--- config.mk ---
export PLATFORM = sky130hd
export DESIGN_NAME = branch_fetch_seq
export DESIGN_NICKNAME = d
export VERILOG_FILES = /design/src/rtl/bfs_pkg.sv /design/src/rtl/br_decide.sv /design/src/rtl/br_seq_fsm.sv /design/src/rtl/fetch_pc_reg.sv /design/src/rtl/branch_fetch_seq.sv
export SDC_FILE = /design/constraint.sdc
export NUM_CORES = 1
export LEC_CHECK = 0
export BUFFER_PORTS_ARGS = -buffer_cell sky130_fd_sc_hd__clkbuf_2
export CAP_MARGIN = 20
export CORE_MARGIN = 2
export CORE_UTILIZATION = 43
export CTS_CLUSTER_SIZE = 24
export DETAILED_ROUTE_END_ITERATION = 8
export GPL_TIMING_DRIVEN = 0
export PLACE_DENSITY = 0.7
export SYNTH_ARGS = -nofsm -noshare
export SYNTH_HDL_FRONTEND = slang
export SYNTH_SLANG_ARGS = --single-unit
export TNS_END_PERCENT = 30
--- constraint.sdc ---
create_clock -name clk -period 4 [get_ports clk]
set_input_delay 0.2 -clock clk [delete_from_list [all_inputs] [get_ports clk]]
set_output_delay 0.2 -clock clk [all_outputs]
set_load 0.05 [all_outputs]
--- src/rtl/bfs_pkg.sv ---
package bfs_pkg;

    typedef enum logic [1:0] {
        POL_STALL  = 2'b00,
        POL_PNT    = 2'b01,
        POL_DELAY  = 2'b10,
        POL_CANCEL = 2'b11
    } policy_e;

    typedef enum logic [1:0] {
        SQ_RUN  = 2'b00,
        SQ_HOLD = 2'b01,
        SQ_SPEC = 2'b10
    } seq_state_e;

    typedef enum logic [1:0] {
        PC_STEP = 2'b00,
        PC_KEEP = 2'b01,
        PC_LOAD = 2'b10
    } pc_op_e;

endpackage

--- src/rtl/br_decide.sv ---
module br_decide
    import bfs_pkg::*;
#(
    parameter int PC_W        = 32,
    parameter int OFF_W       = 16,
    parameter int RESOLVE_CYC = 3
) (
    input  logic [PC_W-1:0]  cur_pc,
    input  policy_e          policy,
    input  logic             ne_zero,
    input  logic             reg_zero,
    input  logic             fill_target,
    input  logic [OFF_W-1:0] offset,
    output logic             taken,
    output logic [PC_W-1:0]  target,
    output logic [PC_W-1:0]  fall_addr,
    output logic             annul_req
);
    localparam logic [PC_W-1:0] STEP      = PC_W'(4);
    localparam logic [PC_W-1:0] SPEC_SPAN = PC_W'(4 * RESOLVE_CYC);

    logic [PC_W-1:0] off_ext;

    // cur_pc is the address after the branch; the offset is relative to it
    assign off_ext = {{(PC_W-OFF_W){offset[OFF_W-1]}}, offset};
    assign taken   = ne_zero ? !reg_zero : reg_zero;
    assign target  = cur_pc + off_ext;

    always_comb begin
        unique case (policy)
            POL_STALL:  fall_addr = cur_pc;
            POL_PNT:    fall_addr = cur_pc + SPEC_SPAN;
            POL_DELAY,
            POL_CANCEL: fall_addr = cur_pc + STEP;
            default:    fall_addr = cur_pc;
        endcase
    end

    // slot filled from the target is wasted on fall-through, and vice versa
    assign annul_req = fill_target ? !taken : taken;

endmodule

--- src/rtl/br_seq_fsm.sv ---
module br_seq_fsm
    import bfs_pkg::*;
#(
    parameter int PC_W        = 32,
    parameter int RESOLVE_CYC = 3
) (
    input  logic            clk,
    input  logic            rst_n,
    input  logic            br_valid,
    input  policy_e         policy,
    input  logic            taken,
    input  logic [PC_W-1:0] target,
    input  logic [PC_W-1:0] fall_addr,
    input  logic            annul_req,
    output seq_state_e      state,
    output policy_e         pol_q,
    output pc_op_e          pc_op,
    output logic [PC_W-1:0] redirect_pc,
    output logic            hold_out,
    output logic            squash_q,
    output logic            annul_q,
    output logic            last_cyc
);
    localparam int CNT_W = $clog2(RESOLVE_CYC + 1);
    localparam logic [CNT_W-1:0] CNT_LOAD = CNT_W'(RESOLVE_CYC - 1);
    localparam logic [CNT_W-1:0] CNT_ONE  = CNT_W'(1);

    seq_state_e      state_nx;
    logic [CNT_W-1:0] cnt_q;
    logic            accept;

    assign accept   = (state == SQ_RUN) && br_valid;
    assign last_cyc = (state != SQ_RUN) && (cnt_q == CNT_ONE);

    // next-state logic
    always_comb begin
        state_nx = state;
        unique case (state)
            SQ_RUN:  if (br_valid) state_nx = (policy == POL_PNT) ? SQ_SPEC : SQ_HOLD;
            SQ_HOLD: if (last_cyc) state_nx = SQ_RUN;
            SQ_SPEC: if (last_cyc) state_nx = SQ_RUN;
            default: state_nx = SQ_RUN;
        endcase
    end

    // state register and captured branch context
    always_ff @(posedge clk) begin
        if (!rst_n) begin
            state       <= SQ_RUN;
            cnt_q       <= '0;
            pol_q       <= POL_STALL;
            redirect_pc <= '0;
        end else begin
            state <= state_nx;
            if (accept) begin
                cnt_q       <= CNT_LOAD;
                pol_q       <= policy;
                redirect_pc <= taken ? target : fall_addr;
            end else if (state != SQ_RUN) begin
                cnt_q <= cnt_q - CNT_ONE;
            end
        end
    end

    // registered pulses
    logic taken_q;
    always_ff @(posedge clk) begin
        if (!rst_n) begin
            taken_q  <= 1'b0;
            squash_q <= 1'b0;
            annul_q  <= 1'b0;
        end else begin
            if (accept) taken_q <= taken;
            squash_q <= (state == SQ_SPEC) && last_cyc && taken_q;
            annul_q  <= accept && (policy == POL_CANCEL) && annul_req;
        end
    end

    // output decode
    always_comb begin
        pc_op    = PC_STEP;
        hold_out = 1'b0;
        unique case (state)
            SQ_RUN: begin
                if (br_valid && policy != POL_PNT) pc_op = PC_KEEP;
                hold_out = br_valid && (policy == POL_STALL);
            end
            SQ_HOLD: begin
                pc_op    = last_cyc ? PC_LOAD : PC_KEEP;
                hold_out = 1'b1;
            end
            SQ_SPEC: begin
                pc_op    = last_cyc ? PC_LOAD : PC_STEP;
                hold_out = 1'b0;
            end
            default: begin
                pc_op    = PC_STEP;
                hold_out = 1'b0;
            end
        endcase
    end

    AST_SPEC_NO_HOLD: assert property (@(posedge clk) disable iff (!rst_n)
        (state == SQ_SPEC) |-> !hold_out);
    AST_HOLD_STATE_BUBBLE: assert property (@(posedge clk) disable iff (!rst_n)
        (state == SQ_HOLD) |=> (state == SQ_RUN) || hold_out);
    AST_ANNUL_ONE_CYCLE: assert property (@(posedge clk) disable iff (!rst_n)
        annul_q |=> !annul_q);
    AST_SQUASH_EXCL: assert property (@(posedge clk) disable iff (!rst_n)
        !(squash_q && annul_q));

endmodule

--- src/rtl/fetch_pc_reg.sv ---
module fetch_pc_reg
    import bfs_pkg::*;
#(
    parameter int PC_W = 32
) (
    input  logic            clk,
    input  logic            rst_n,
    input  pc_op_e          op,
    input  logic [PC_W-1:0] load_val,
    output logic [PC_W-1:0] pc
);
    localparam logic [PC_W-1:0] STEP = PC_W'(4);

    always_ff @(posedge clk) begin
        if (!rst_n) begin
            pc <= '0;
        end else begin
            unique case (op)
                PC_STEP: pc <= pc + STEP;
                PC_KEEP: pc <= pc;
                PC_LOAD: pc <= load_val;
                default: pc <= pc;
            endcase
        end
    end

endmodule

--- src/rtl/branch_fetch_seq.sv ---
module branch_fetch_seq
    import bfs_pkg::*;
#(
    parameter int PC_W        = 32,
    parameter int OFF_W       = 16,
    parameter int RESOLVE_CYC = 3
) (
    input  logic             clk,
    input  logic             rst_n,
    input  logic [1:0]       policy_sel,
    input  logic             br_valid,
    input  logic             br_ne_zero,
    input  logic [OFF_W-1:0] br_offset,
    input  logic             src_is_zero,
    input  logic             slot_from_target,
    output logic [PC_W-1:0]  fetch_pc,
    output logic             fetch_hold,
    output logic             squash,
    output logic             annul
);
    policy_e         policy;
    policy_e         pol_q;
    seq_state_e      state;
    pc_op_e          pc_op;
    logic            taken;
    logic [PC_W-1:0] target;
    logic [PC_W-1:0] fall_addr;
    logic [PC_W-1:0] redirect_pc;
    logic            annul_req;
    logic            last_cyc;

    assign policy = policy_e'(policy_sel);

    br_decide #(
        .PC_W(PC_W), .OFF_W(OFF_W), .RESOLVE_CYC(RESOLVE_CYC)
    ) u_decide (
        .cur_pc(fetch_pc), .policy(policy), .ne_zero(br_ne_zero),
        .reg_zero(src_is_zero), .fill_target(slot_from_target),
        .offset(br_offset), .taken(taken), .target(target),
        .fall_addr(fall_addr), .annul_req(annul_req)
    );

    br_seq_fsm #(
        .PC_W(PC_W), .RESOLVE_CYC(RESOLVE_CYC)
    ) u_fsm (
        .clk(clk), .rst_n(rst_n), .br_valid(br_valid), .policy(policy),
        .taken(taken), .target(target), .fall_addr(fall_addr),
        .annul_req(annul_req), .state(state), .pol_q(pol_q), .pc_op(pc_op),
        .redirect_pc(redirect_pc), .hold_out(fetch_hold), .squash_q(squash),
        .annul_q(annul), .last_cyc(last_cyc)
    );

    fetch_pc_reg #(
        .PC_W(PC_W)
    ) u_pc (
        .clk(clk), .rst_n(rst_n), .op(pc_op), .load_val(redirect_pc), .pc(fetch_pc)
    );

    AST_SEQ_STEP: assert property (@(posedge clk) disable iff (!rst_n)
        (state == SQ_RUN && !br_valid) |=> fetch_pc == $past(fetch_pc) + PC_W'(4));
    AST_HOLD_FREEZE: assert property (@(posedge clk) disable iff (!rst_n)
        (fetch_hold && !last_cyc) |=> $stable(fetch_pc));
    AST_SQUASH_PNT_ONLY: assert property (@(posedge clk) disable iff (!rst_n)
        squash |-> pol_q == POL_PNT);
    AST_ANNUL_CANCEL_ONLY: assert property (@(posedge clk) disable iff (!rst_n)
        annul |-> pol_q == POL_CANCEL);

endmodule

; Yosys cells after proc, flatten, opt, wreduce, memory -nomap -nowiden
; Cells that the tools add are included.
[op_classes]
eq_ne = 10
mux = 16
n_reduce_logical = 20
add_sub_neg = 4
bitwise_logic = 1
[op_table]
columns = op, n
row1 = $pmux 32 s3, 1
row2 = $pmux 32 s2, 1
row3 = $add 32x3->32 const B, 1
row4 = $add 32x32->32, 1
row5 = $add 32x4->32 const B, 1
row6 = $mux 32, 1
row7 = $mux 2, 7
row8 = $eq 2x2->1 const B, 4
row9 = $logic_and 1x1->1, 8
row10 = $eq 2x1->1 const B, 3
row11 = $logic_not 2->1, 3
row12 = $pmux 2 s3, 1
row13 = $reduce_bool 2->1, 3
row14 = $reduce_or 2->1, 3
row15 = $ne 2x1->1 const B, 2
row16 = $pmux 2 s2, 1
row17 = $mux 1, 3
row18 = $logic_not 1->1, 2
row19 = $ne 2x2->1 const B, 1
row20 = $pmux 1 s2, 1
row21 = $reduce_and 2->1, 1
row22 = $sub 2x1->2 const B, 1
row23 = $not 1->1, 1
[word_totals]
reg_bits = 71
inputBits = 24

; Logic depth before layout (Yosys ltp)
; Gate-level depths: netlist of the first run.
[depth]
depth_word = 6
depth_mapped = 11
depth_no_buf = 10

; Modules after synthesis
; A second synthesis of the first run with hierarchy kept.
[hier_totals]
cells_unflattened = 782
area_unflattened_um2 = 6269.8
[by_module_without_submodules]
columns = mod, cells_each, area_per_inst_um2, n_inst
row1 = br_decide, 307, 2217.1, 1
row2 = fetch_pc_reg, 269, 2033.2, 1
row3 = br_seq_fsm, 206, 2019.4, 1

; Worst setup path before layout of the first run
; OpenSTA, ideal clock, no wires.
[synth_path]
path_type = register to register
start = reg u_pc.pc[2]
end = reg u_fsm.redirect_pc[24]
period_less_slack_ns = 2.871
t_arrival_ns = 2.739
path_buffers = 0
path_slack_ns = 1.129
stages_incl_launch_ff = 11
path_cell_list = dfxtp_1 -> inv_1 -> ha_1 -> nand2b_1 -> or4b_4 -> a21oi_4 -> nand2_2 -> or3_1 -> xnor2_1 -> o221ai_1 -> a21oi_1
[synth_via]
elab_chain_len = 3
word_cells_on_any_way = 5
[synth_rtl]
columns = item, line_no
row1 = start: declaration, fetch_pc_reg.sv:10  ; output logic [PC_W-1:0] pc
row2 = start signal: assignment, fetch_pc_reg.sv:19  ; PC_STEP: pc <= pc + STEP;
row3 = start signal: assignment, fetch_pc_reg.sv:20  ; PC_KEEP: pc <= pc;
row4 = start signal: assignment, fetch_pc_reg.sv:21  ; PC_LOAD: pc <= load_val;
row5 = $add 32x3->32 / $add 32x4->32 (equally long branches), "br_decide.sv:34, br_decide.sv:32"
row6 = $pmux 32 s3, br_decide.sv:30  ; unique case (policy)
row7 = $mux 32 *, br_seq_fsm.sv:58  ; redirect_pc <= taken ? target : fall_addr;
row8 = end signal: assignment, br_seq_fsm.sv:58
row9 = end: declaration, br_seq_fsm.sv:18  ; output logic [PC_W-1:0] redirect_pc,
; Mark *: on every way between the ends. The rest lies on a longest branch, timed or not.
; A chain may end at the register's enable or synchronous reset.

; Final worst setup path of the first run
[layout_path]
start = reg u_pc.pc[0]
end = reg u_fsm.redirect_pc[26]
; The elaborated chain is that of the path after synthesis.

==> results of run 1 <==
[critical path: cells and delay by family (launching register included)]
family	cells	cell delay, ns
flip-flops	1	0.33
XOR/XNOR	1	0.31
AO/OA/AOI/OAI	7	1.60
adder cells (fa/ha/maj)	2	0.68
[logic make-up (layout without fill, tap and decap cells)]
family                     count (synthesis)  after routing  share of synthesized area [%]
muxes                                      7              7                           1.15
buffers and inverters                     77            151                           5.23
DFF                                       71             71                           23.3
adders and majority gates                 39             39                           8.12
and+or+nand+nor                          326            326                           25.7
AOI/OAI and AO/OA                        280            280                           29.0
xor gates and xnor gates                  52             52                           7.47
[cell type report]
class / instances / area, um^2
Clock buffer: 10 / 229
Multi-Input combinational cell: 704 / 4360
Timing Repair Buffer: 58 / 290
Tap cell: 180 / 225
Buffer: 52 / 225
Sequential cell: 71 / 1420
Inverter: 25 / 93.8
Fill cell: 1453 / 7000
Clock inverter: 6 / 37.5
[how the worst max path moves through the flow]
stage / from / end / slack [ns]
2_1_floorplan: u_pc.pc[2] / u_fsm.redirect_pc[24] / 1.13
3_3_place_gp: u_fsm.state[0] / u_pc.pc[16] / 0.72
3_5_place_dp: u_pc.pc[0] / u_fsm.redirect_pc[26] / 0.94
4_1_cts: u_pc.pc[0] / u_fsm.redirect_pc[26] / 0.91
5_1_grt: u_pc.pc[0] / u_fsm.redirect_pc[26] / 0.71
6_report: u_pc.pc[0] / u_fsm.redirect_pc[26] / 0.93
[synthesized netlist by cell type (3+ instances only)]
cell type and instances:
a211o_1 8, a211oi_1 11, a21o_1 12, a21oi_1 90, a221oi_1 3, a22oi_1 8, a311oi_1 4, a31oi_1 10
and2_1 10, and3_1 13, and4_1 3, buf_2 9, clkbuf_1 39, dfxtp_1 71, ha_1 38, inv_1 25
mux2i_1 7, nand2_1 100, nand2_2 3, nand2b_1 7, nand3_1 31, nand4_1 15, nor2_1 93, nor2b_1 6
nor3_1 19, nor4_1 6, o211ai_1 8, o21a_1 3, o21ai_0 70, o21ai_1 8, o21bai_1 3, o221a_2 3
o221ai_1 7, o22ai_1 8, o32ai_1 4, or2_2 4, xnor2_1 34, xor2_1 18
[per-stage QoR]
stage / area [um^2] / util, % / worst slack [ns] / instances / power (W)
2_1_floorplan: 6100 / - / 1.13 / 852 / 0.00112
3_3_place_gp: 6610 / 47.6 / 0.720 / 1090 / 0.00127
3_5_place_dp: 6620 / 47.7 / 0.938 / 1090 / 0.00128
4_1_cts: 6890 / 49.6 / 0.912 / 1106 / 0.00201
5_1_grt: 6890 / 49.6 / 0.713 / 1106 / 0.00210
6_report: 6890 / 49.6 / 0.933 / 1106 / 0.00203
[per-layer routing]
metal	part of all wire, %	vias to the layer above	track usage [%]
li1	-	3239	-
met1	43	3156	41.1
met2	44	383	46.6
met3	9.5	61	5.17
met4	3.6	0	12.3
met5	0	-	0
[power by group through the flow]
| stage | Sequential, W | Combinational, W | Clock, W |
|---|---|---|---|
| floorplan | 0.000815 | 0.000304 | 0 |
| global placement | 0.000804 | 0.000471 | 0 |
| detailed placement | 0.000805 | 0.000475 | 0 |
| CTS | 0.000790 | 0.000478 | 0.000742 |
| global route | 0.000796 | 0.000530 | 0.000775 |
| finish | 0.000792 | 0.000490 | 0.000747 |
[sequential cells by signal (all words and copies together) (netlist names)]
register	flops
u_fsm.annul_q	1
u_fsm.state	2
u_fsm.taken_q	1
u_fsm.squash_q	1
u_fsm.redirect_pc	32
u_fsm.cnt_q	2
u_pc.pc	32
==> key figures, run 1 <==
Cells and area
  – Commonest cells after routing, fill and taps aside: 100 x nand2_1, 93 x nor2_1, 90 x a21oi_1
  – NumNets Final: 984
  – Share of layout cells above drive strength 1: 11.8%
  – Diode count: 0
  – Area Overhead vs Synth: 12.9%
  – Most common cell after layout, fill and taps aside: nand2_1

Clock tree
  – Clock sink count: 71
  – CTS tree: yes
  – CTS Buf Count: 9
  – H-tree levels: 3
  – Bufs on Longest Clock Path: 2
  – Clk_lat worst skew: 0.35 ns
  – CTS resizes: 0
  – CTS Hold Buffers Added: 0
  – Post-CTS Setup Repair Bufs: 0
  – Clk slew on worst S/H paths: 0.06 ns
  – CTS root buffer: clkbuf_16

Setup path
  – Maximum fanout along the worst path: 4
  – Worst EP arrival: 3.28 ns
  – Critical path class: reg -> reg
  – CP max stage delay: 0.44 ns
  – Critical Path End Type: flip-flop
  – R2R Setup Slk: 0.93 ns
  – Worst EP required: 4.21 ns
  – Slowest stage cell, crit path: fa_1
  – Worst Reg-to-Reg Cells: 10
  – Worst setup SP type: flip-flop
  – Worst flop-to-flop path endpoint: u_fsm.redirect_pc[26]
  – R2R Path Start: u_pc.pc[0]
  – CP Cell Sequence: ha_1 > fa_1 > a211o_1 > o211ai_1 > a211o_1 > a31oi_1 > a21oi_1 > o21ai_1 > xnor2_1 > a21oi_1

Power and ir drop
  – Net Sw Power: 0.000714 W
  – Comb power frac: 24.2%
  – LEAKAGE: 2.76 nW
  – PD cells: 295 nW/um^2
  – Reg power frac: 39.0%
  – Pint: 0.00132 W
  – Switching share of power: 35.2%
  – Max IR drop VDD: 221 uV
  – Power share of the clock group: 36.8%

Floorplan
  – Die width: 123 um
  – Core area: 13900 um^2
  – Num ports: 59
  – Die area: 15200 um^2
  – Floorplan row count: 43
  – Die H: 123 um
  – Initial Util: 43.9%

Detailed routing
  – Final wirelength: 22.2 mm
  – Vias: 6839
  – Drt wl/cell: 20.1 um
  – Initial DRC count: 923
  – ANT nets after route: 0
  – Vias per cell: 6.18
  – Drc violations: 0
  – 1st-pass router iterations: 5

Placement
  – RePlAce Congestion: 0.972
  – I/O Buffers: 58
  – Hpwl dp: 16.4 mm

Timing
  – Fmax: 326 MHz
  – Max-slew headroom: 24.5%
  – Setup TNS: 0 ns
  – RSZ-0062 raised after global routing: false
  – Worst-case clock skew: 0.00751 ns
  – Period Utilization, post-route: 76.7%
  – # setup viols final: 0
  – Worst-Margin Slew: 1.13 ns
  – Max-slew violations: 0
  – Fin Hold WS: 0.141 ns
  – Hold Fails Final Rpt: 0
  – Fin crit period: 3.07 ns

Worst hold path
  – Hold Crit Start: slot_from_target
  – Hold crit path type: in -> reg
  – Hold Crit Depth: 3
  – Endpoint, Worst Hold: u_fsm.annul_q

GRT
  – GRT overflow: 0
  – Initial antenna violation count: 0
  – First-pass GRT wire length: 34.5 mm
  – Vias in the first global route: 6183
  – Total routing usage reported by global routing: 30.0%
  – Largest net degree at the start of global routing: 18

Logic synthesis
  – Async SR Flop Fraction: 0%
  – Ys flop type: dfxtp_1
  – Distinct cells, synth: 71
  – Post-synthesis sequential area ratio: 23.3%
  – #FFs+latches synth: 71
  – Number of synthesized flops with an enable pin: 0
  – Mapped Nets: 915
  – Synth warn: 0
  – Post-Syn Area: 6100 um^2
  – Area contributors post-synth: dfxtp_1 23%, ha_1 7.8%, a21oi_1 7.4%
  – Post-synth top area cell: dfxtp_1
  – Syn Inst Count: 852
  – Average instance area after synthesis: 7.16 um^2
  – Area share of the largest cell type after synthesis: 23.3%

Run status
  – Outcome: finished clean

Run
  – Max-cap check violation count: 0
Note: power is estimated with default switching activity, not from simulation.
==> run 2: changes to the inputs <==
Settings changed: ABC_AREA from default to 1, PLACE_DENSITY 0.7 to 0.69.
Clock period 4 ns to 2.9 ns, I/O delays scaled along.
==> key figures, run 2 <==
Floorplan
  – Die H: 134 um (+9.2%)
  – Die area: 18100 um^2 (+19%)
  – Core area: 16600 um^2 (+19%)
  – Num ports: 59 (unchanged)
  – Initial Util: 44.1% (+0.15 points)
  – Floorplan row count: 47 (+9.3%)
  – Die width: 134 um (+9.2%)

Setup path
  – Critical path class: reg -> reg
  – Worst EP required: 3.18 ns (-1.03 ns)
  – Worst setup SP type: flip-flop
  – Slowest stage cell, crit path: clkbuf_1
  – Maximum fanout along the worst path: 10 (+6)
  – Delay-heaviest family, CP: buffers and inverters
  – CP max stage delay: 0.65 ns (+0.21 ns)
  – CP Depth: 10 (unchanged)
  – CP Cell Sequence: inv_1 > ha_1 > inv_1 > nand2_1 > inv_1 > o21ai_0 > nor2_2 > clkbuf_1 > nand2_1 > a31oi_1
  – Most used cell along the critical path: inv_1
  – Worst EP arrival: 2.91 ns (-0.37 ns)
  – Worst Reg-to-Reg Cells: 10 (unchanged)
  – Critical Path End Type: flip-flop
  – Buf/Inv on CP: 4 (+4)

Detailed routing
  – Drc violations: 0 (unchanged)
  – ANT nets after route: 0 (unchanged)
  – Final wirelength: 29.6 mm (+33%)
  – 1st-pass router iterations: 6 (+1)
  – Drt wl/cell: 18.2 um (-9.2%)
  – Vias: 8927 (+31%)
  – Vias per cell: 5.49 (-11%)
  – Initial DRC count: 969 (+5.0%)

Logic synthesis
  – Average instance area after synthesis: 5.48 um^2 (-23%)
  – Area contributors post-synth: nand2_1 24%, dfxtp_1 19%, inv_1 9.4%
  – Post-Synth Adder-Cell Area: 6.78% (-1.3 points)
  – Post-synthesis sequential area ratio: 19.4% (-3.9 points)
  – Number of synthesized flops with an enable pin: 0 (unchanged)
  – Post-synth top area cell: nand2_1
  – #FFs+latches synth: 71 (unchanged)
  – Synth warn: 0 (unchanged)
  – Distinct cells, synth: 35 (-51%)
  – Post-Syn Area: 7310 um^2 (+20%)
  – Area share of the largest cell type after synthesis: 24.0% (+0.67 points)
  – Syn Inst Count: 1333 (+56%)
  – Synth Area in Compound Gates: 14.2% (-15 points)
  – Mux contribution to synthesized area: 0% (-1.1 points)
  – Top-count cell post-synth: nand2_1
  – Post-Synth Simple-Gate Area: 44.1% (+18 points)
  – Post-Synth XOR/XNOR Area: 3.47% (-4.0 points)
  – Async SR Flop Fraction: 0% (unchanged)
  – Most frequent cells after synthesis: 467 x nand2_1, 183 x inv_1, 144 x nor2_1
  – Largest family of logic cells by synthesized area: simple AND/OR/NAND/NOR gates
  – Ys flop type: dfxtp_1
  – Mapped Nets: 1396 (+53%)

GRT
  – Vias in the first global route: 7688 (+24%)
  – Initial antenna violation count: 0 (unchanged)
  – GRT overflow: 0 (unchanged)
  – Largest net degree at the start of global routing: 18 (unchanged)
  – Total routing usage reported by global routing: 32.3% (+2.3 points)
  – First-pass GRT wire length: 44.1 mm (+28%)

Clock tree
  – CTS tree: yes
  – Clk_lat worst skew: 0.35 ns (about the same)
  – CTS root buffer: clkbuf_16
  – CTS Buf Count: 9 (unchanged)
  – Clk slew on worst S/H paths: 0.07 ns (about the same)
  – Post-CTS Setup Repair Bufs: 0 (unchanged)
  – Bufs on Longest Clock Path: 2 (unchanged)
  – H-tree levels: 3 (unchanged)
  – Clock sink count: 71 (unchanged)

Cells and area
  – NumNets Final: 1463 (+49%)
  – Share of layout cells above drive strength 1: 8.33% (-3.4 points)
  – Largest registers: u_fsm.redirect_pc: 32 flops, u_pc.pc: 32 flops
  – Most common cell after layout, fill and taps aside: nand2_1
  – Post-layout util: 49.2% (-0.36 points)
  – Post-Layout Cell Count: 1625 (+47%)
  – Commonest cells after routing, fill and taps aside: 467 x nand2_1, 183 x inv_1, 143 x nor2_1
  – Diode count: 0 (unchanged)
  – Area Overhead vs Synth: 11.7%

Timing
  – RSZ-0062 raised after global routing: false
  – # setup viols final: 0 (unchanged)
  – Worst-Margin Slew: 0.818 ns (-0.310 ns)
  – Max-slew headroom: 45.5% (+21 points)
  – Fin crit period: 2.63 ns (-0.438 ns)
  – Fmax: 380 MHz (+17%)
  – Worst-case clock skew: 0.00902 ns (+0.00151 ns)
  – Max-slew violations: 0 (unchanged)
  – Setup TNS: 0 ns (unchanged)
  – Hold Fails Final Rpt: 0 (unchanged)
  – Period Utilization, post-route: 90.7% (+14 points)

Placement
  – RePlAce Congestion: 0.995 (+2.4%)
  – I/O Buffers: 56 (-3.4%)
  – Placed insts: 1609 (+48%)
  – Hpwl dp: 22.2 mm (+35%)

Worst hold path
  – Hold crit path type: in -> reg
  – Hold Crit Depth: 4 (+1)

Power and ir drop
  – PD cells: 541 nW/um^2 (+84%)
  – Max IR drop VDD: 301 uV (+36%)
  – LEAKAGE: 4.14 nW (+50%)

Run status
  – Outcome: finished clean

Run
  – Max-cap check violation count: 0 (unchanged)
run 2: cell types whose count changed after synthesis, sizes merged, moves of 11 or more:
cell    delta
nand2    +369
inv      +161
nand3     +77
nor2      +71
xnor2     -29
a21oi     -26
a31oi     +19
nor3      -17
clkbuf    -13
a211oi    -12
and3      -12
a21o      -11
run 2: per-layer routing:
layer,GRT usage [%],up-vias,part of all wire [%]
met5,0,-,0
met1,44.4,3986,42
li1,-,4378,-
met4,13.4,0,4.2
met3,4.27,77,9.8
met2,51.0,486,44
run 2: repair_timing:
action                     in CTS  in global routing
gates resized for setup         0                  1
setup endpoints to repair       0                 13
hold buffers                    0                  0
run 2: stage by stage:
step / hold WS [ns] / total power [W] / cell area, um^2 / worst slack, ns
final: 0.0989 / 0.00442 / 8170 / 0.270
after global routing: 0.118 / 0.00464 / 8170 / 0.123
after CTS: 0.0982 / 0.00436 / 8160 / 0.0645
after detailed placement: 0.450 / 0.00321 / 7870 / 0.0827
after global placement: 0.445 / 0.00319 / 7870 / 0.161
after floorplan: 0.329 / 0.00261 / 7310 / 0.741
run 2: path summary, 6_finish.rpt:
path | from | to | slack [ns]
min | br_valid | u_fsm.cnt_q[0] | 0.1
max | u_fsm.state[0] | u_pc.pc[25] | 0.27
min reg2reg | u_fsm.taken_q | u_fsm.squash_q | 0.47
max reg2reg | u_fsm.state[0] | u_pc.pc[25] | 0.27
run 2: area by class of cell:
class	instances	area, um^2
fill	1850	8420
buffer	38	168
sequential	71	1420
multi-input combinational	1036	5020
clock inverter	6	68.8
inverter	188	706
tap	220	275
timing repair buffer	56	280
clock buffer	10	229
run 2: power by group:
| part | switching, W | internal, W | total, W |
|---|---|---|---|
| clock network | 0.000498 | 0.000674 | 0.00117 |
| logic | 0.00135 | 0.000553 | 0.00190 |
| registers | 0.000241 | 0.00111 | 0.00135 |
| total | 0.00209 | 0.00233 | 0.00442 |
run 2: cells by family after synthesis:
| group | count (synthesis) |
|---|---|
| compound gates | 194 |
| xor+xnor | 29 |
| fa+ha+maj | 39 |
| buf+inv | 226 |
| flops | 71 |
| simple gates | 774 |
run 2: worst min-delay path, delay by kind of cell:
| family | cells | cell delay [ns] |
|---|---|---|
| AO/OA/AOI/OAI | 1 | 0.06 |
| buffers and inverters | 2 | 0.14 |
| AND/OR/NAND/NOR | 1 | 0.05 |
